--- src/rtl/trace_pkg.sv ---
package trace_pkg;
  typedef enum logic [1:0] {
    BANK_INS  = 2'd0,
    BANK_EXP  = 2'd1,
    BANK_EXT  = 2'd2,
    BANK_STAT = 2'd3
  } bank_e;
endpackage

--- src/rtl/trace_buf.sv ---
module trace_buf #(
  parameter int unsigned DEPTH = 64,
  parameter int unsigned W     = 8,
  localparam int unsigned IW   = $clog2(DEPTH)
) (
  input  logic          clk_i,
  input  logic          rst_ni,
  input  logic          we_i,
  input  logic [IW-1:0] widx_i,
  input  logic [W-1:0]  wdata_i,
  input  logic [IW-1:0] ridx_a_i,
  output logic [W-1:0]  rdata_a_o,
  input  logic [IW-1:0] ridx_b_i,
  output logic [W-1:0]  rdata_b_o
);
  logic [DEPTH-1:0][W-1:0] mem_q;

  always_ff @(posedge clk_i or negedge rst_ni) begin
    if (!rst_ni) begin
      mem_q <= '0;
    end else begin
      for (int i = 0; i < DEPTH; i++) begin
        if (we_i && widx_i == IW'(i)) mem_q[i] <= wdata_i;
      end
    end
  end

  assign rdata_a_o = mem_q[ridx_a_i];
  assign rdata_b_o = mem_q[ridx_b_i];
endmodule

--- src/rtl/trace_tx.sv ---
module trace_tx #(
  parameter int unsigned DEPTH = 64,
  parameter int unsigned W     = 8,
  localparam int unsigned IW   = $clog2(DEPTH)
) (
  input  logic          clk_i,
  input  logic          rst_ni,
  input  logic          stb_i,
  output logic [IW-1:0] idx_o,
  input  logic [W-1:0]  rdata_i,
  output logic [W-1:0]  byte_o
);
  localparam logic [IW-1:0] LAST = IW'(DEPTH - 1);

  logic [IW-1:0] idx_q;
  logic [W-1:0]  byte_q;

  always_ff @(posedge clk_i or negedge rst_ni) begin
    if (!rst_ni) begin
      idx_q  <= '0;
      byte_q <= '0;
    end else if (stb_i) begin
      byte_q <= rdata_i;
      idx_q  <= (idx_q == LAST) ? '0 : idx_q + 1'b1;
    end
  end

  assign idx_o  = idx_q;
  assign byte_o = byte_q;

  p_tx_wrap_r2: assert property (@(posedge clk_i) disable iff (!rst_ni)
    (stb_i && idx_q == LAST) |=> idx_q == '0);
  p_tx_hold_r2: assert property (@(posedge clk_i) disable iff (!rst_ni)
    !stb_i |=> ($stable(idx_q) && $stable(byte_q)));
endmodule

--- src/rtl/trace_rx.sv ---
module trace_rx #(
  parameter int unsigned DEPTH = 64,
  parameter int unsigned W     = 8,
  localparam int unsigned IW   = $clog2(DEPTH)
) (
  input  logic          clk_i,
  input  logic          rst_ni,
  input  logic          stb_i,
  input  logic [W-1:0]  byte_i,
  output logic [IW-1:0] idx_o,
  input  logic [W-1:0]  exp_byte_i,
  input  logic [IW-1:0] ext_ridx_i,
  output logic [W-1:0]  ext_rdata_o,
  output logic          done_o,
  output logic          mis_o
);
  localparam logic [IW-1:0] LAST = IW'(DEPTH - 1);

  logic [IW-1:0]           idx_q;
  logic [DEPTH-1:0][W-1:0] stage_q, stage_n, ext_q;
  logic                    acc_exp_q, acc_ext_q, acc_exp_n, acc_ext_n;
  logic                    first;

  // running differences against expected and last stored message
  always_comb begin
    first     = (idx_q == '0);
    acc_exp_n = (byte_i != exp_byte_i) | (~first & acc_exp_q);
    acc_ext_n = (byte_i != ext_q[idx_q]) | (~first & acc_ext_q);
    stage_n   = stage_q;
    stage_n[idx_q] = byte_i;
  end

  assign done_o = stb_i && (idx_q == LAST);
  assign mis_o  = acc_exp_n;

  always_ff @(posedge clk_i or negedge rst_ni) begin
    if (!rst_ni) begin
      idx_q     <= '0;
      stage_q   <= '0;
      ext_q     <= '0;
      acc_exp_q <= 1'b0;
      acc_ext_q <= 1'b0;
    end else if (stb_i) begin
      stage_q   <= stage_n;
      acc_exp_q <= acc_exp_n;
      acc_ext_q <= acc_ext_n;
      idx_q     <= (idx_q == LAST) ? '0 : idx_q + 1'b1;
      if (done_o && acc_ext_n) ext_q <= stage_n;
    end
  end

  assign idx_o       = idx_q;
  assign ext_rdata_o = ext_q[ext_ridx_i];

  p_rx_wrap_r4: assert property (@(posedge clk_i) disable iff (!rst_ni)
    (stb_i && idx_q == LAST) |=> idx_q == '0);
  p_ext_hold_r5: assert property (@(posedge clk_i) disable iff (!rst_ni)
    !done_o |=> $stable(ext_q));
endmodule

--- src/rtl/trace_persist.sv ---
module trace_persist #(
  parameter int unsigned PERSIST = 3,
  localparam int unsigned CW     = $clog2(PERSIST + 1)
) (
  input  logic clk_i,
  input  logic rst_ni,
  input  logic done_i,
  input  logic mis_i,
  output logic flag_o,
  output logic evt_o
);
  logic [CW-1:0] cnt_q;
  logic          flag_q, evt_q;

  always_ff @(posedge clk_i or negedge rst_ni) begin
    if (!rst_ni) begin
      cnt_q  <= '0;
      flag_q <= 1'b0;
      evt_q  <= 1'b0;
    end else begin
      evt_q <= 1'b0;
      if (done_i) begin
        if (mis_i == flag_q) begin
          cnt_q <= '0;
        end else if (cnt_q == CW'(PERSIST - 1)) begin
          cnt_q  <= '0;
          flag_q <= ~flag_q;
          evt_q  <= 1'b1;
        end else begin
          cnt_q <= cnt_q + 1'b1;
        end
      end
    end
  end

  assign flag_o = flag_q;
  assign evt_o  = evt_q;

  p_evt_toggle_r10: assert property (@(posedge clk_i) disable iff (!rst_ni)
    evt_q |-> (flag_q != $past(flag_q)));
  p_flag_cause_r7: assert property (@(posedge clk_i) disable iff (!rst_ni)
    (flag_q != $past(flag_q)) |-> ($past(done_i) && evt_q));
  p_cnt_range_r9: assert property (@(posedge clk_i) disable iff (!rst_ni)
    cnt_q < CW'(PERSIST));
endmodule

--- src/rtl/trace_monitor.sv ---
module trace_monitor
  import trace_pkg::*;
#(
  parameter int unsigned DEPTH   = 64,
  parameter int unsigned BYTE_W  = 8,
  parameter int unsigned PERSIST = 3,
  localparam int unsigned IDX_W  = $clog2(DEPTH),
  localparam int unsigned ADDR_W = IDX_W + 2
) (
  input  logic              clk_i,
  input  logic              rst_ni,
  input  logic              tx_stb_i,
  output logic [BYTE_W-1:0] tx_byte_o,
  input  logic              rx_stb_i,
  input  logic [BYTE_W-1:0] rx_byte_i,
  input  logic              reg_we_i,
  input  logic [ADDR_W-1:0] reg_addr_i,
  input  logic [BYTE_W-1:0] reg_wdata_i,
  output logic [BYTE_W-1:0] reg_rdata_o,
  output logic              mismatch_o,
  output logic              mismatch_evt_o
);
  bank_e             bank;
  logic [IDX_W-1:0]  ridx, tx_idx, rx_idx;
  logic [BYTE_W-1:0] ins_rd, ins_tx, exp_rd, exp_rx, ext_rd;
  logic              ins_we, exp_we, msg_done, msg_mis, flag;

  assign bank   = bank_e'(reg_addr_i[ADDR_W-1 -: 2]);
  assign ridx   = reg_addr_i[IDX_W-1:0];
  assign ins_we = reg_we_i && (bank == BANK_INS);
  assign exp_we = reg_we_i && (bank == BANK_EXP);

  trace_buf #(.DEPTH(DEPTH), .W(BYTE_W)) i_ins_buf (
    .clk_i, .rst_ni,
    .we_i(ins_we), .widx_i(ridx), .wdata_i(reg_wdata_i),
    .ridx_a_i(ridx), .rdata_a_o(ins_rd),
    .ridx_b_i(tx_idx), .rdata_b_o(ins_tx)
  );

  trace_buf #(.DEPTH(DEPTH), .W(BYTE_W)) i_exp_buf (
    .clk_i, .rst_ni,
    .we_i(exp_we), .widx_i(ridx), .wdata_i(reg_wdata_i),
    .ridx_a_i(ridx), .rdata_a_o(exp_rd),
    .ridx_b_i(rx_idx), .rdata_b_o(exp_rx)
  );

  trace_tx #(.DEPTH(DEPTH), .W(BYTE_W)) i_tx (
    .clk_i, .rst_ni,
    .stb_i(tx_stb_i), .idx_o(tx_idx), .rdata_i(ins_tx), .byte_o(tx_byte_o)
  );

  trace_rx #(.DEPTH(DEPTH), .W(BYTE_W)) i_rx (
    .clk_i, .rst_ni,
    .stb_i(rx_stb_i), .byte_i(rx_byte_i), .idx_o(rx_idx),
    .exp_byte_i(exp_rx), .ext_ridx_i(ridx), .ext_rdata_o(ext_rd),
    .done_o(msg_done), .mis_o(msg_mis)
  );

  trace_persist #(.PERSIST(PERSIST)) i_persist (
    .clk_i, .rst_ni,
    .done_i(msg_done), .mis_i(msg_mis), .flag_o(flag), .evt_o(mismatch_evt_o)
  );

  always_comb begin
    unique case (bank)
      BANK_INS: reg_rdata_o = ins_rd;
      BANK_EXP: reg_rdata_o = exp_rd;
      BANK_EXT: reg_rdata_o = ext_rd;
      default:  reg_rdata_o = {{(BYTE_W-1){1'b0}}, flag};
    endcase
  end

  assign mismatch_o = flag;
endmodule

--- config.mk ---
export PLATFORM = sky130hd
export DESIGN_NAME = trace_monitor
export DESIGN_NICKNAME = d
export VERILOG_FILES = /design/src/rtl/trace_pkg.sv /design/src/rtl/trace_buf.sv /design/src/rtl/trace_tx.sv /design/src/rtl/trace_rx.sv /design/src/rtl/trace_persist.sv /design/src/rtl/trace_monitor.sv
export SDC_FILE = /design/constraint.sdc
export NUM_CORES = 2
export LEC_CHECK = 0
export BUFFER_PORTS_ARGS = -buffer_cell sky130_fd_sc_hd__buf_4
export CORE_MARGIN = 3
export CORE_UTILIZATION = 35
export DETAILED_ROUTE_END_ITERATION = 7
export PLACE_DENSITY_LB_ADDON = 0.12
export REMOVE_ABC_BUFFERS = 1
export SLEW_MARGIN = 20
export SYNTH_ARGS = -nofsm -noshare
export SYNTH_HDL_FRONTEND = slang
export SYNTH_SLANG_ARGS = --single-unit
--- constraint.sdc ---
create_clock -name clk_i -period 5.5 [get_ports clk_i]
set_clock_uncertainty 0.05 [all_clocks]
set_input_delay 0.275 -clock clk_i [delete_from_list [all_inputs] [get_ports clk_i]]
set_output_delay 0.275 -clock clk_i [all_outputs]
set_load 0.005 [all_outputs]
==> qor.txt <==
status - finished, final reports clean
CP endpoint kind - flop
post-synthesis sequential area ratio - 0.4655
Fin Hold WS - 0.04533 ns
GR Util All Layers - 0.2408
CTS buffer count - 244
largest net degree at the start of global routing - 172
asr flop ratio synth - 1.000
syn_area_per_cell - 15.57 um^2
top cells by area, synth - dfrtp_1 47%, mux2_2 22%, mux4_2 16%
RSZ-0062 raised after global routing - false
Compound-Gate Fraction of Synth Area - 0.02493
P per Cell Area - 357.9 nW/um^2
Slew HR - 0.1897
Final ANT Viol Nets - 0
post-CTS resize count - 0
clk buf depth - 4
Worst-Margin Slew - 1.206 ns
Post-Synth Simple-Gate Area - 0.02273
htree depth - 4
CP startpoint kind - flop
Post-Synth Adder-Cell Area - 0.0003367
final wirelength - 394.5 mm
crit-path max FO - 40
Post-CTS Setup Repair Bufs - 0
Final min period - 5.075 ns
Most used DFF post-synth - dfrtp_1
GRT Residual Overflow - 0
via count - 67480
EDFF count, synth - 0
yosys warns - 0
Rows - 206
Vias/cell - 5.852
number of global-route vias before repair - 70300
area leader, netlist - dfrtp_1
Hold Crit Class - input port to flop
CTS Sinks - 2074
Die X - 570.4 um
Tot Pwr - 0.04483 W
XOR/XNOR Fraction of Synth Area - 0.001414
MaxCap Viol Count - 0
CTS tree - yes
drt first-iter violations - 5249
Final TNS setup - 0 ns
min-delay src - rx_byte_i[1]
I/O Buffers - 46
top-count cell post-synth - mux2_2
Final period util - 0.9228
Final Util - 0.3964
Die ar. - 325300 um^2
worst skew pair latency - 0.92 ns
CP required - 6.23 ns
Non-Filler Instances - 11530
mux cell area share after synthesis - 0.4531
DRC - 0
leakage - 56.55 nW
I/O pin count - 47
top cells by instance count after synthesis - 2157 x mux2_2, 2074 x dfrtp_1, 789 x mux4_2
Critical Path Source - i_rx.idx_o[0]$_DFFE_PN0P_
clock slew at reported path FFs - 0.07 ns
placer's final routability congestion estimate - 0.8626
initial antenna violation count - 12
Post-Place Cells - 11070
Wirelength per Cell - 34.21 um
hold_buf cts - 16
core region area - 316000 um^2
kind of critical path - flop to flop
Yosys cell types - 84
Syn Inst Count - 7160
Worst EP arrival - 5.81 ns
final setup fails - 0
Area growth, synth to finish - 12.35%
RR Startpoint - i_rx.idx_o[0]$_DFFE_PN0P_
hpwl dp - 262.5 mm
Final nets - 7203
first-pass GRT wire length - 564.7 mm
fill count - 29070
Final Max Slew Viols - 0
Root Driver - clkbuf_16
VDD IR-drop max - 0.5437 mV
#FFs+latches synth - 2074
largest family of logic cells by synthesized area - multiplexers
chip height - 570.4 um
FMAX - 197.0 MHz
TritonRoute pass-1 iters - 5
Synth top area share - 0.4655
Synth Cell Area - 111500 um^2
Final Hold Fails - 0
share of layout cells above drive strength 1 - 0.5758
Initial Utilization - 0.3528
-- report_power, final --
part / total (W) / internal, W / switching [W]
clock network: 0.0166 / 0.00973 / 0.00685
registers: 0.0178 / 0.0167 / 0.00108
logic: 0.0105 / 0.00441 / 0.00605
total: 0.0448 / 0.0309 / 0.0140
-- cell usage in the layout, fill, tap and decap left out, types with 87 or more instances in the layout --
cell	netlist	final
dfrtp_1	2074	2067
mux2_4	483	483
buf_4	19	284
nand2_1	200	200
mux4_2	789	789
a221oi_1	87	87
mux2i_1	111	111
nor2_1	140	127
mux2_2	2157	2157
clkbuf_16	0	249
-- layout make-up --
type	count	area [um^2]	area share
multi-input combinational	4465	56160	0.4484
sequential	2074	51920	0.4145
clock buffer	366	7241	0.05781
tap	4160	5205	0.04155
timing repair buffer	381	3852	0.03076
clock inverter	73	835.8	0.006673
inverter	5	21.27	0.0001698
antenna	7	17.52	0.0001398
-- flip-flops by register name, summed over array words and instances (netlist names) --
| register | cells |
|---|---|
| i_persist.flag_o | 1 |
| i_persist.cnt_q | 2 |
| i_rx.acc_ext_q | 1 |
| i_tx.byte_o | 8 |
| i_rx.stage_q | 512 |
| i_exp_buf.mem_q | 512 |
| i_rx.acc_exp_q | 1 |
| i_tx.idx_o | 6 |
| i_rx.ext_q | 512 |
| i_ins_buf.mem_q | 512 |
| i_persist.evt_o | 1 |
| i_rx.idx_o | 6 |
-- critical path, cell delays in order, from the launching register on --
cell and delay, ns:
dfrtp_4 0.76, buf_12 0.34, mux4_2 0.61, a22oi_1 0.79, buf_4 0.25, nand3_1 0.12, nor4_1 0.28, xor2_1 0.11
o2111a_1 0.19, a21oi_4 0.30, buf_12 0.29, buf_12 0.34, mux2_4 0.33
-- worst paths after layout --
path,endpoint,slack [ns],cells after the start
max in group asynchronous,i_rx.stage_q[182]$_DFFE_PN0P_,3.77,5
min,i_rx.acc_ext_q$_DFFE_PN0P_,0.05,4
max,i_rx.ext_q[340]$_DFFE_PN0P_,0.42,12
min reg2reg,i_rx.stage_q[285]$_DFFE_PN0P_,0.45,1
max reg2reg,i_rx.ext_q[340]$_DFFE_PN0P_,0.42,12
min in group asynchronous,i_ins_buf.mem_q[41]$_DFFE_PN0P_,0.18,3
-- routing by layer --
layer / vias to the layer above / global-route usage / wire, um
met5: - / 0 / 42
met4: 6 / 0.1020 / 19240
met3: 682 / 0.03344 / 19510
met2: 2052 / 0.3842 / 184800
met1: 37010 / 0.3290 / 170900
li1: 27730 / - / -
-- through the flow --
stage / cell area [um^2] / setup WS (ns)
3_3_place_gp: 116900 / 0.4435
2_1_floorplan: 107900 / -21.82
5_1_grt: 125200 / 0.2867
3_5_place_dp: 117000 / 0.5314
6_report: 125300 / 0.4247
4_1_cts: 125200 / 0.5075
-- kinds of logic (layout without fill, tap and decap cells) --
family,count (synthesis),after routing
xor gates and xnor gates,18,18
buffers and inverters,621,825
muxes,3548,3548
AOI/OAI and AO/OA,358,358
and+or+nand+nor,538,538
DFF,2074,2074
other,0,7
adders and majority gates,3,3
Note: power is estimated with default switching activity, not from simulation.
